## src/rtl/dbg_trig_seq_pkg.sv

```systemverilog
package dbg_trig_seq_pkg;
  localparam int unsigned NUM_STATES = 4;
  localparam int unsigned ST_W       = $clog2(NUM_STATES);

  typedef logic [ST_W-1:0] seq_st_t;

  localparam seq_st_t ST_IDLE  = seq_st_t'(0);
  localparam seq_st_t ST_FINAL = seq_st_t'(NUM_STATES - 1);
endpackage

```

## src/rtl/dbg_trig_seq_cfg.sv

```systemverilog
module dbg_trig_seq_cfg
  import dbg_trig_seq_pkg::*;
#(
  parameter int unsigned SEL_W = 3
) (
  input  logic                        clk,
  input  logic                        rst_n,
  input  logic                        cfg_we,
  input  seq_st_t                     cfg_state,
  input  logic [SEL_W-1:0]            cfg_sel,
  input  seq_st_t                     cfg_next,
  input  logic                        act_we,
  input  logic                        act_halt_en,
  input  logic                        act_store_en,
  output logic [NUM_STATES*SEL_W-1:0] sel_flat,
  output logic [NUM_STATES*ST_W-1:0]  next_flat,
  output logic                        halt_en,
  output logic                        store_en
);

  for (genvar s = 0; s < NUM_STATES; s++) begin : g_entry
    localparam seq_st_t DEF_NEXT = (s == NUM_STATES - 1) ? ST_FINAL : seq_st_t'(s + 1);

    logic [SEL_W-1:0] sel_q;
    seq_st_t          next_q;

    always_ff @(posedge clk) begin
      if (!rst_n) begin
        sel_q  <= '0;
        next_q <= DEF_NEXT;
      end else if (cfg_we && (cfg_state == seq_st_t'(s))) begin
        sel_q  <= cfg_sel;
        next_q <= cfg_next;
      end
    end

    assign sel_flat[s*SEL_W +: SEL_W] = sel_q;
    assign next_flat[s*ST_W +: ST_W]  = next_q;
  end

  always_ff @(posedge clk) begin
    if (!rst_n) begin
      halt_en  <= 1'b1;
      store_en <= 1'b0;
    end else if (act_we) begin
      halt_en  <= act_halt_en;
      store_en <= act_store_en;
    end
  end

endmodule

```

## src/rtl/dbg_trig_seq_pick.sv

```systemverilog
module dbg_trig_seq_pick
  import dbg_trig_seq_pkg::*;
#(
  parameter int unsigned NUM_TRIG = 8,
  parameter int unsigned SEL_W    = 3
) (
  input  logic [NUM_TRIG-1:0]         trig_in,
  input  seq_st_t                     cur_st,
  input  logic [NUM_STATES*SEL_W-1:0] sel_flat,
  input  logic [NUM_STATES*ST_W-1:0]  next_flat,
  output logic                        fire,
  output seq_st_t                     next_st
);

  logic [SEL_W-1:0] sel_cur;

  always_comb begin
    sel_cur = sel_flat[cur_st*SEL_W +: SEL_W];
    next_st = next_flat[cur_st*ST_W +: ST_W];
    fire    = 1'b0;

    for (int unsigned i = 0; i < NUM_TRIG; i++) begin
      if (sel_cur == SEL_W'(i)) fire = trig_in[i];
    end
  end

endmodule

```

## src/rtl/dbg_trig_seq_fsm.sv

```systemverilog
module dbg_trig_seq_fsm
  import dbg_trig_seq_pkg::*;
(
  input  logic    clk,
  input  logic    rst_n,
  input  logic    clr,
  input  logic    fire,
  input  seq_st_t next_st,
  input  logic    halt_en,
  input  logic    store_en,
  output seq_st_t state_q,
  output logic    halt_q,
  output logic    store_q
);

  always_ff @(posedge clk) begin
    if (!rst_n) begin
      state_q <= ST_IDLE;
      halt_q  <= 1'b0;
      store_q <= 1'b0;
    end else begin
      halt_q  <= 1'b0;
      store_q <= 1'b0;
      if (clr) begin
        state_q <= ST_IDLE;
      end else if (state_q != ST_FINAL && fire) begin
        state_q <= next_st;
        if (next_st == ST_FINAL) begin
          halt_q  <= halt_en;
          store_q <= store_en;
        end
      end
    end
  end

  AST_FINAL_STICKY: assert property (@(posedge clk) disable iff (!rst_n)
    (state_q == ST_FINAL && !clr) |=> (state_q == ST_FINAL));
  AST_HALT_ONE_CYCLE: assert property (@(posedge clk) disable iff (!rst_n)
    halt_q |=> !halt_q);
  AST_HALT_IN_FINAL: assert property (@(posedge clk) disable iff (!rst_n)
    halt_q |-> (state_q == ST_FINAL));
  AST_STORE_ON_ENTRY: assert property (@(posedge clk) disable iff (!rst_n)
    store_q |-> ((state_q == ST_FINAL) && ($past(state_q) != ST_FINAL)));
  AST_CLEAR_IDLE: assert property (@(posedge clk) disable iff (!rst_n)
    clr |=> (state_q == ST_IDLE && !halt_q && !store_q));
  AST_HOLD_NO_FIRE: assert property (@(posedge clk) disable iff (!rst_n)
    (!clr && !fire) |=> $stable(state_q));

endmodule

```

## src/rtl/dbg_trig_seq.sv

```systemverilog
module dbg_trig_seq
  import dbg_trig_seq_pkg::*;
#(
  parameter int unsigned NUM_TRIG = 8,
  localparam int unsigned SEL_W   = (NUM_TRIG > 1) ? $clog2(NUM_TRIG) : 1
) (
  input  logic                clk,
  input  logic                rst_n,
  input  logic [NUM_TRIG-1:0] trig_in,
  input  logic                rearm,
  input  logic                cfg_we,
  input  logic [1:0]          cfg_state,
  input  logic [SEL_W-1:0]    cfg_sel,
  input  logic [1:0]          cfg_next,
  input  logic                act_we,
  input  logic                act_halt_en,
  input  logic                act_store_en,
  output logic                halt_req,
  output logic                store_req,
  output logic [1:0]          seq_state
);

  logic [NUM_STATES*SEL_W-1:0] sel_flat;
  logic [NUM_STATES*ST_W-1:0]  next_flat;
  logic                        halt_en;
  logic                        store_en;
  logic                        fire;
  seq_st_t                     next_st;
  seq_st_t                     state_q;
  logic                        clr;

  assign clr = rearm | cfg_we | act_we;

  dbg_trig_seq_cfg #(.SEL_W(SEL_W)) u_cfg (
    .clk          (clk),
    .rst_n        (rst_n),
    .cfg_we       (cfg_we),
    .cfg_state    (cfg_state),
    .cfg_sel      (cfg_sel),
    .cfg_next     (cfg_next),
    .act_we       (act_we),
    .act_halt_en  (act_halt_en),
    .act_store_en (act_store_en),
    .sel_flat     (sel_flat),
    .next_flat    (next_flat),
    .halt_en      (halt_en),
    .store_en     (store_en)
  );

  dbg_trig_seq_pick #(.NUM_TRIG(NUM_TRIG), .SEL_W(SEL_W)) u_pick (
    .trig_in   (trig_in),
    .cur_st    (state_q),
    .sel_flat  (sel_flat),
    .next_flat (next_flat),
    .fire      (fire),
    .next_st   (next_st)
  );

  dbg_trig_seq_fsm u_fsm (
    .clk      (clk),
    .rst_n    (rst_n),
    .clr      (clr),
    .fire     (fire),
    .next_st  (next_st),
    .halt_en  (halt_en),
    .store_en (store_en),
    .state_q  (state_q),
    .halt_q   (halt_req),
    .store_q  (store_req)
  );

  assign seq_state = state_q;

  AST_PULSES_FINAL_ONLY: assert property (@(posedge clk) disable iff (!rst_n)
    (halt_req || store_req) |-> (seq_state == 2'd3));

endmodule

```

## config.mk

```make
export PLATFORM = sky130hd
export DESIGN_NAME = dbg_trig_seq
export DESIGN_NICKNAME = d
export VERILOG_FILES = /design/src/rtl/dbg_trig_seq_pkg.sv /design/src/rtl/dbg_trig_seq_cfg.sv /design/src/rtl/dbg_trig_seq_pick.sv /design/src/rtl/dbg_trig_seq_fsm.sv /design/src/rtl/dbg_trig_seq.sv
export SDC_FILE = /design/constraint.sdc
export NUM_CORES = 1
export LEC_CHECK = 0
export ABC_AREA = 1
export BUFFER_PORTS_ARGS = -buffer_cell sky130_fd_sc_hd__buf_4
export CAP_MARGIN = 20
export CORE_UTILIZATION = 48
export DETAILED_ROUTE_END_ITERATION = 8
export PLACE_DENSITY = 0.74
export SLEW_MARGIN = 20
export SYNTH_ARGS = -nofsm -noshare
export SYNTH_HDL_FRONTEND = slang
export SYNTH_SLANG_ARGS = --single-unit
```

## constraint.sdc

```tcl
create_clock -name clk -period 1.2 [get_ports clk]
set_input_delay 0.3 -clock clk [delete_from_list [all_inputs] [get_ports clk]]
set_output_delay 0.3 -clock clk [all_outputs]
set_load 0.01 [all_outputs]
```

==> impl_metrics.env, run 1 <==
export IMPL_pre_cts_ws_ns=-0.164
export IMPL_antennaDiodeCount=0
export IMPL_h_tree_depth=1
export IMPL_synth_common_cells="nand2_1, nor2_1, dfxtp_1"
export IMPL_clock_latency_ns=0.31
export IMPL_crit_path_top_delay_cell="dfxtp_4"
export IMPL_cts_buffer_depth=2
export IMPL_die_area_um2=2810
export IMPL_slew_headroom_pct=78.3
export IMPL_syn_nets=203
export IMPL_clock_fmax_mhz=740
export IMPL_die_height_um=53.0
export IMPL_synth_top_area_share_pct=41.6
export IMPL_grt_use_met3_pct=3.74
export IMPL_initial_utilization_pct=50.5
export IMPL_nets=240
export IMPL_leakagePower_nw=0.800
export IMPL_critPathKind="flop to flop"
export IMPL_fin_crit_sh_pct=113
export IMPL_pin_count=26
export IMPL_worst_hold_path_type="input pin to flop"
export IMPL_worst_slack_ns=-0.152
export IMPL_critPathMaxFanout=8
export IMPL_reg2reg_depth=12
export IMPL_crit_arrival_ns=1.61
export IMPL_cts_buffers=3
export IMPL_crit_required_ns=1.46
export IMPL_place_port_buffers=25
export IMPL_use_met2_pct=42.2
export IMPL_synth_edff_count=0
export IMPL_seq_area_um2=528
export IMPL_endpoint_kind="flop"
export IMPL_vias=1264
export IMPL_gr_usage_met1_pct=27.4
export IMPL_setup_violations_final=6
export IMPL_hold_buffers=0
export IMPL_first_pass_iters=4
export IMPL_grt_max_degree=21
export IMPL_grt_pass1_wl_um=4740
export IMPL_ant_nets=0
export IMPL_ys_flop_type="dfxtp_1"
export IMPL_power_density_nw_per_um2=1040
export IMPL_hold_violations=0
export IMPL_drive_gt1_share_pct=30.0
export IMPL_path_buf_inv=2
export IMPL_whs_ns=0.198
export IMPL_synth_area_per_cell_um2=6.91
export IMPL_totalWireLength_um=2930
export IMPL_drc_errors=0
export IMPL_synthToLayoutAreaGrowth_pct=30.5
export IMPL_postCtsSetupRepairBufs=0
export IMPL_worst_path_largest_cell_delay_ns=0.42
export IMPL_holdPathStages=3
export IMPL_yosys_top_cells_area="dfxtp_1, nand2_1, nor2_1"
export IMPL_grtUsageTotal_pct=23.2
export IMPL_reg2reg_setup_slack_ns=-0.15
export IMPL_finalMaxSlewViolations=0
export IMPL_peakVddDrop_v=0.000916
export IMPL_grt_ovfl_total=0
export IMPL_path_clk_slew_ns=0.14
export IMPL_dp_hpwl_um=2320
export IMPL_routabilityCongestion=0.825
export IMPL_maxCapViolations=0
export IMPL_tritoncts="yes"
export IMPL_holdPathEnd="u_cfg.halt_en"
export IMPL_critPathTopFamily="simple AND/OR/NAND/NOR gates"
export IMPL_rsz0062_at_grt="true"
export IMPL_yosysTopAreaCell="dfxtp_1"
export IMPL_viasPerCell=5.12
export IMPL_grt_pass1_vias=1141
export IMPL_worstReg2RegStart="u_fsm.state_q[0]"
export IMPL_multiInputGateArea_um2=661
export IMPL_grt_busiest_layer="met2"
export IMPL_root_buffer="clkbuf_4"
export IMPL_worstHoldStart="act_halt_en"
export IMPL_wl_per_cell_um=11.9
export IMPL_rows=18
export IMPL_core_um2=2480
export IMPL_violations="negative setup slack"
export IMPL_finClkSkew_ns=0.00235
export IMPL_crit_start="u_fsm.state_q[0]"
export IMPL_ys_ff_latch=26
export IMPL_tightestPinTransition_ns=0.323
export IMPL_ys_types=19
export IMPL_critPathLaunchType="flop"
export IMPL_async_flop_share_pct=0
export IMPL_worstPathCellList="inv_6 -> nand2_2 -> nand2_1 -> nand2_1 -> nand2_2 -> inv_2 -> nand3_2 -> nand3_2 -> nand2_2 -> nor2_4 -> nand3_2 -> nor2_1"
export IMPL_period_needed_ns=1.35
export IMPL_antenna_found_initial=0
export IMPL_yosysSeqAreaShare_pct=41.6
export IMPL_syn_inst=181
export IMPL_synthesis_area_um2=1250
export IMPL_die_w_um=53.0
export IMPL_rr_endpoint="u_fsm.halt_q"
export IMPL_drt_initial_drc_count=16
export IMPL_yosys_warnings=0
export IMPL_status="finished, violations left"
export IMPL_cts_sinks=26
export IMPL_n_fill_cell=212
==> worst reg2reg max path: stages, from the launching register on <==
cell and delay (ns):
dfxtp_4 0.42, inv_6 0.06, nand2_2 0.05, nand2_1 0.04, nand2_1 0.07, nand2_2 0.09
inv_2 0.08, nand3_2 0.08, nand3_2 0.08, nand2_2 0.06, nor2_4 0.09, nand3_2 0.08
nor2_1 0.09
==> cell families (layout without fill, tap and decap cells) <==
group,after synthesis,count (layout),synth area share (%)
DFF,26,26,41.6
and+or+nand+nor,104,104,39.4
buffers and inverters,26,62,8.71
AOI/OAI and AO/OA,25,25,10.2
==> sequential cells by signal, indices dropped and copies added (netlist names) <==
signal,count
u_cfg.g_entry.next_q,8
u_fsm.state_q,2
u_cfg.g_entry.sel_q,12
u_cfg.halt_en,1
u_cfg.store_en,1
u_fsm.halt_q,1
u_fsm.store_q,1
==> per-layer routing <==
metal / up-vias / share of wire (%)
met5: - / 0
met4: 0 / 1.1
met3: 4 / 4.6
met2: 29 / 50
met1: 582 / 44
li1: 649 / -
==> worst max-delay path by stage <==
stage                                  end  slack [ns]  cells past startpoint
after floorplan           u_fsm.state_q[0]       -0.08                     12
after global placement       u_fsm.store_q       -0.10                     11
after detailed placement      u_fsm.halt_q       -0.16                     11
after CTS                    u_fsm.store_q       -0.14                     10
after global routing         u_fsm.store_q       -0.26                     12
final                         u_fsm.halt_q       -0.15                     12
==> repair_timing <==
item,CTS,global route
pin swaps,4,3
gates resized for setup,11,1
setup endpoints to repair,6,6
endpoints found under the hold margin,0,0
==> cell type report <==
type | count | share of cell area [%]
sequential | 26 | 32.4
inverter | 22 | 5.37
clock buffer | 4 | 2.91
timing repair buffer | 36 | 16.6
multi-input combinational | 129 | 40.5
tap | 30 | 2.30
==> per-stage QoR <==
stage                     cells  TNS (ns)  utilization [%]  instance area (um^2)  power, mW
after detailed placement    243    -0.649             62.0                  1540       1.20
after CTS                   247    -0.700             65.8                  1630       1.70
after global routing        247     -1.27             65.9                  1630       1.78
final                       247    -0.711             65.9                  1630       1.69
after global placement      243    -0.340             62.0                  1540       1.19
after floorplan             181    -0.325                -                  1260       1.08
==> placed cells by master (no fill, tap or decap) <==
cell type,netlist,final
o22ai_1,2,2
clkbuf_16,0,1
nand2_2,5,7
nand2_1,34,31
nor2_1,34,33
buf_4,1,36
inv_2,3,3
nand3b_1,3,3
inv_6,0,1
clkbuf_4,0,3
nand3_1,14,12
inv_1,19,18
and2_1,1,1
nand2_4,0,1
a21oi_1,4,4
nor4_1,1,1
nand3_4,0,2
nand3_2,7,7
dfxtp_4,0,2
nor2_4,1,1
nor2_2,0,1
nor3_1,4,4
dfxtp_1,26,24
o21ai_0,19,19
==> where the power goes <==
part           total, mW  switching (mW)  internal [mW]
Clock              0.499           0.245          0.254
Sequential         0.924          0.0247          0.900
Combinational      0.266           0.142          0.124
Total               1.69           0.411           1.28
(Power assumes the default switching activity.)
==> run 2, diff against run 1 <==
--- a/config.mk
+++ b/config.mk
@@ -8,6 +8,7 @@
 export ABC_AREA = 1
 export BUFFER_PORTS_ARGS = -buffer_cell sky130_fd_sc_hd__buf_4
 export CAP_MARGIN = 20
+export CORE_ASPECT_RATIO = 0.6
 export CORE_UTILIZATION = 48
 export DETAILED_ROUTE_END_ITERATION = 8
 export PLACE_DENSITY = 0.74
==> impl_metrics.env, run 2 (synthesis results as in run 1) <==
export IMPL_status="finished, violations left"
export IMPL_violations="negative setup slack"
export IMPL_leakagePower_nw=0.832
export IMPL_crit_arrival_ns=1.63
export IMPL_mostFrequentLayoutCells="buf_4, nor2_1, nand2_1, dfxtp_1"
export IMPL_postPlaceCellArea_um2=1570
export IMPL_drive_gt1_share_pct=35.0
export IMPL_rsz0062_at_grt="true"
export IMPL_grt_max_degree=21
export IMPL_drc_errors=0
export IMPL_rows=13
export IMPL_final_common_cell="buf_4"
export IMPL_worst_hold_path_type="input pin to flop"
export IMPL_nets=246
export IMPL_crit_path_top_delay_cell="dfxtp_4"
export IMPL_period_needed_ns=1.43
export IMPL_critPathLaunchType="flop"
export IMPL_grt_ovfl_total=0
export IMPL_die_w_um=67.9
export IMPL_place_port_buffers=25
export IMPL_critPathMaxFanout=7
export IMPL_drt_initial_drc_count=79
export IMPL_largest_registers="u_cfg.g_entry.sel_q: 12 flops, u_cfg.g_entry.next_q: 8 flops, u_fsm.state_q: 2 flops"
export IMPL_totalWireLength_um=3480
export IMPL_endpoint_kind="flop"
export IMPL_h_tree_depth=1
export IMPL_fin_crit_sh_pct=119
export IMPL_largest_register_ffs=12
export IMPL_largest_register="u_cfg.g_entry.sel_q"
export IMPL_pre_cts_ws_ns=-0.227
export IMPL_cp_common_cell="nand3_2"
export IMPL_critPathKind="flop to flop"
export IMPL_cts_buffer_depth=2
export IMPL_power_density_nw_per_um2=1010
export IMPL_grt_pass1_wl_um=5550
export IMPL_finClkSkew_ns=0.00568
export IMPL_antenna_found_initial=0
export IMPL_grt_pass1_vias=1255
export IMPL_antennaDiodeCount=0
export IMPL_worstPathCellList="inv_6 -> nand2_2 -> nand3_4 -> nand3b_1 -> nand3_2 -> nand3_2 -> nand3_2 -> nand2_1 -> nand2_1 -> nor2_2"
export IMPL_peakVddDrop_v=0.000668
export IMPL_clock_fmax_mhz=698
export IMPL_worst_slack_ns=-0.232
export IMPL_finalPower_mw=1.72
export IMPL_grtUsageTotal_pct=26.8
export IMPL_tritoncts="yes"
export IMPL_worst_path_largest_cell_delay_ns=0.42
export IMPL_first_pass_iters=4
export IMPL_die_area_um2=2820
export IMPL_vias=1337
export IMPL_die_height_um=41.5
export IMPL_core_um2=2310
export IMPL_maxCapViolations=0
export IMPL_clock_latency_ns=0.27
export IMPL_root_buffer="clkbuf_8"
export IMPL_path_clk_slew_ns=0.09
export IMPL_pin_count=26
export IMPL_routabilityCongestion=0.815
export IMPL_tightestPinTransition_ns=0.337
export IMPL_cts_buffers=3
export IMPL_setup_violations_final=6
export IMPL_slew_headroom_pct=77.3
export IMPL_hold_violations=0
export IMPL_dp_hpwl_um=2520
export IMPL_finalMaxSlewViolations=0
export IMPL_crit_required_ns=1.40
export IMPL_viasPerCell=5.28
export IMPL_synthToLayoutAreaGrowth_pct=36.7
export IMPL_initial_utilization_pct=54.1
export IMPL_wl_per_cell_um=13.8
export IMPL_ant_nets=0
export IMPL_cts_sinks=26
export IMPL_fin_area_um2=1710
[run 2: path summary, 6_finish.rpt]
check                                 startpoint          endpoint  slack (ns)  depth (start not counted)
worst max register to register  u_fsm.state_q[0]  u_fsm.state_q[0]       -0.23                         10
worst max-delay path            u_fsm.state_q[0]  u_fsm.state_q[0]       -0.23                         10
worst min-delay path                 act_halt_en     u_cfg.halt_en        0.24                          3
worst min register to register     u_cfg.halt_en      u_fsm.halt_q        0.45                          2
[run 2: repair_timing]
| action | in CTS | in global routing |
|---|---|---|
| endpoints found under the setup margin | 6 | 6 |
| setup buffers | 1 | 1 |
| resized for setup | 19 | 4 |
| gates cloned | 0 | 0 |
| hold buffers | 0 | 0 |
| pin swaps | 5 | 5 |
[run 2: layout make-up]
cell class,count,area (um^2)
multi-input cells,129,692
fillers,169,601
flip-flops and latches,26,528
repair buffers,42,319
inverters,22,87.6
clock buffers,4,45.0
well taps,30,37.5
[run 2: critical path, delay by kind of cell (launching register included)]
family                 cells  cell delay, ns
buffers and inverters      1            0.06
DFF                        1            0.42
and+or+nand+nor            9            0.88
[run 2: metrics by stage]
stage | util (%) | TNS [ns] | instances | hold slack [ns]
final | 74.0 | -0.996 | 253 | 0.239
after global routing | 74.0 | -1.29 | 253 | 0.244
after CTS | 73.2 | -0.625 | 252 | 0.238
after detailed placement | 67.8 | -1.01 | 247 | 0.430
after global placement | 67.8 | -0.373 | 247 | 0.430
after floorplan | - | -0.325 | 181 | 0.400
[run 2: metal layers]
metal	up-vias	share of wire, %	GRT usage [%]
li1	663	-	-
met1	607	43	34.5
met2	61	47	42.8
met3	6	8.8	6.87
met4	0	1.1	9.58
met5	-	0	0
[run 2: where the power goes]
group	leakage, nW	internal [mW]	switching (mW)	total (mW)
Combinational	0.595	0.134	0.159	0.293
Sequential	0.214	0.899	0.0269	0.926
Clock	0.0228	0.238	0.263	0.500
Total	0.832	1.27	0.449	1.72
==> run 3, diff against run 2 <==
--- a/config.mk
+++ b/config.mk
@@ -5,13 +5,14 @@
 export SDC_FILE = /design/constraint.sdc
 export NUM_CORES = 1
 export LEC_CHECK = 0
-export ABC_AREA = 1
 export BUFFER_PORTS_ARGS = -buffer_cell sky130_fd_sc_hd__buf_4
 export CAP_MARGIN = 20
 export CORE_ASPECT_RATIO = 0.6
-export CORE_UTILIZATION = 48
+export CORE_MARGIN = 4
+export CORE_UTILIZATION = 47
+export CTS_CLUSTER_DIAMETER = 100
 export DETAILED_ROUTE_END_ITERATION = 8
-export PLACE_DENSITY = 0.74
+export PLACE_DENSITY = 0.73
 export SLEW_MARGIN = 20
 export SYNTH_ARGS = -nofsm -noshare
 export SYNTH_HDL_FRONTEND = slang
==> impl_metrics.env, run 3 <==
export IMPL_status="finished, violations left"
export IMPL_violations="negative setup slack"
export IMPL_pin_count=26
export IMPL_power_frac_seq_pct=48.6
export IMPL_largest_register_ffs=12
export IMPL_reg2reg_depth=6
export IMPL_ant_nets=0
export IMPL_viasPerCell=5.20
export IMPL_fin_crit_sh_pct=153
export IMPL_largest_register="u_cfg.g_entry.sel_q"
export IMPL_clock_fmax_mhz=543
export IMPL_synth_common_cells="mux2i_1, dfxtp_1, nor2b_1"
export IMPL_grtUsageTotal_pct=18.4
export IMPL_peakVddDrop_v=0.000997
export IMPL_holdPathStages=2
export IMPL_crit_start="u_fsm.state_q[1]"
export IMPL_root_buffer="clkbuf_8"
export IMPL_die_height_um=46.9
export IMPL_endpoint_kind="flop"
export IMPL_h_tree_depth=1
export IMPL_finalPower_mw=1.86
export IMPL_tightestPinTransition_ns=0.443
export IMPL_yosysTopAreaCell="dfxtp_1"
export IMPL_grt_max_degree=19
export IMPL_critPathMaxFanout=4
export IMPL_synth_top_area_share_pct=43.8
export IMPL_core_um2=2280
export IMPL_hold_violations=0
export IMPL_pwr_share_clk_pct=38.7
export IMPL_switching_share_pct=20.7
export IMPL_yosysSeqAreaShare_pct=43.8
export IMPL_dp_hpwl_um=2060
export IMPL_critPathTopFamily="multiplexers"
export IMPL_antenna_found_initial=0
export IMPL_grt_pass1_vias=994
export IMPL_yosys_warnings=0
export IMPL_grt_ovfl_total=0
export IMPL_endpoint="u_fsm.halt_q"
export IMPL_path_clk_slew_ns=0.09
export IMPL_worst_hold_path_type="input pin to flop"
export IMPL_wl_per_cell_um=15.9
export IMPL_ys_types=18
export IMPL_critPathLaunchType="flop"
export IMPL_syn_inst=103
export IMPL_syn_nets=125
export IMPL_yosysMostFrequentCell="mux2i_1"
export IMPL_stdcell_count=175
export IMPL_cts_buffers=3
export IMPL_p_int_mw=1.47
export IMPL_place_port_buffers=25
export IMPL_crit_arrival_ns=2.04
export IMPL_worst_path_largest_cell_delay_ns=0.57
export IMPL_final_common_cell="buf_4"
export IMPL_synth_area_per_cell_um2=11.5
export IMPL_slew_headroom_pct=70.0
export IMPL_antennaDiodeCount=0
export IMPL_nets=168
export IMPL_maxCapViolations=0
export IMPL_yosys_top_cells_area="dfxtp_1, mux2i_1, mux4_1"
export IMPL_ys_ff_latch=26
export IMPL_die_w_um=72.9
export IMPL_finClkSkew_ns=0.00122
export IMPL_combPwrFrac_pct=12.7
export IMPL_rr_endpoint="u_fsm.halt_q"
export IMPL_worstReg2RegStart="u_fsm.state_q[1]"
export IMPL_cp_depth=6
export IMPL_worstPathCellList="mux4_2 -> mux2i_1 -> a32oi_1 -> o211ai_2 -> buf_4 -> nor3_4"
export IMPL_ys_flop_type="dfxtp_1"
export IMPL_reg2reg_setup_slack_ns=-0.64
export IMPL_rows=13
export IMPL_n_fill_cell=167
export IMPL_synthesis_area_um2=1190
export IMPL_clock_latency_ns=0.27
export IMPL_rsz0062_at_grt="true"
export IMPL_setup_violations_final=5
export IMPL_crit_required_ns=1.40
export IMPL_die_area_um2=3420
export IMPL_drt_initial_drc_count=62
export IMPL_synth_edff_count=0
export IMPL_power_density_nw_per_um2=1130
export IMPL_drc_errors=0
export IMPL_switchingPower_mw=0.385
export IMPL_hold_buffers=0
export IMPL_synthToLayoutAreaGrowth_pct=38.4
export IMPL_async_flop_share_pct=0
export IMPL_grt_pass1_wl_um=4650
export IMPL_leakagePower_nw=0.747
export IMPL_finalMaxSlewViolations=0
export IMPL_worstHoldStart="rst_n"
export IMPL_tritoncts="yes"
export IMPL_drive_gt1_share_pct=36.6
export IMPL_routabilityCongestion=0.854
export IMPL_first_pass_iters=4
export IMPL_path_buf_inv=1
export IMPL_multiInputGateArea_um2=643
export IMPL_period_needed_ns=1.84
export IMPL_crit_path_top_delay_cell="mux4_2"
export IMPL_vias=910
export IMPL_worst_slack_ns=-0.642
export IMPL_largest_registers="u_cfg.g_entry.sel_q: 12 flops, u_cfg.g_entry.next_q: 8 flops, u_fsm.state_q: 2 flops"
export IMPL_critPathKind="flop to flop"
export IMPL_cts_sinks=26
export IMPL_dp_cells=166
export IMPL_seq_area_um2=528
export IMPL_initial_utilization_pct=52.1
export IMPL_mostFrequentLayoutCells="buf_4, mux2i_1, dfxtp_1, nor2b_1, nand2_1"
export IMPL_totalWireLength_um=2790
export IMPL_cts_buffer_depth=2
[run 3: cells by family (layout without fill, tap and decap cells)]
group,Yosys count,in the layout,synth area share (%)
and+or+nand+nor,35,35,16.8
muxes,33,33,34.4
DFF,26,26,43.8
buffers and inverters,6,48,2.63
AOI/OAI and AO/OA,3,3,2.42
[run 3: power groups by stage]
stage / Sequential (mW) / Clock, mW / Combinational, mW
finish: 0.902 / 0.718 / 0.236
global route: 0.905 / 0.762 / 0.257
CTS: 0.903 / 0.734 / 0.224
detailed placement: 0.925 / 0 / 0.221
global placement: 0.924 / 0 / 0.215
floorplan: 0.919 / 0 / 0.110
[run 3: how the worst min path moves through the flow]
stage / to
5_1_grt: u_cfg.g_entry[3].next_q[0]
3_3_place_gp: u_fsm.store_q
4_1_cts: u_cfg.g_entry[3].next_q[0]
3_5_place_dp: u_fsm.store_q
6_report: u_cfg.g_entry[3].next_q[0]
2_1_floorplan: u_fsm.store_q
[run 3: what timing repair did]
item,4_1_cts,5_1_grt
buffers inserted,2,3
pin swaps,1,3
endpoints found under the setup margin,6,6
gates resized for setup,2,8
[run 3: metrics by stage]
stage | hold WS, ns | area (um^2) | TNS (ns) | util [%] | setup slack (ns)
finish | 0.246 | 1640 | -2.63 | 72.1 | -0.642
floorplan | 0.415 | 1190 | -2.33 | - | -0.592
CTS | 0.242 | 1600 | -2.68 | 70.2 | -0.662
detailed placement | 0.436 | 1510 | -2.54 | 66.1 | -0.646
global placement | 0.437 | 1510 | -2.11 | 66.1 | -0.537
global route | 0.248 | 1640 | -3.21 | 72.1 | -0.764
[run 3: layer usage]
layer | up-vias | global-route usage [%] | share of wire [%]
met5 | - | 0 | 0
li1 | 453 | - | -
met1 | 428 | 23.2 | 48
met3 | 0 | 6.62 | 7.2
met2 | 29 | 32.1 | 45
met4 | 0 | 2.21 | 0
[run 3: cell type report]
type	instances	area share, %
Tap cell	30	2.28
Clock inverter	1	1.83
Multi-Input combinational cell	71	39.1
Timing Repair Buffer	42	21.6
Clock buffer	3	2.51
Sequential cell	26	32.1
Inverter	2	0.457
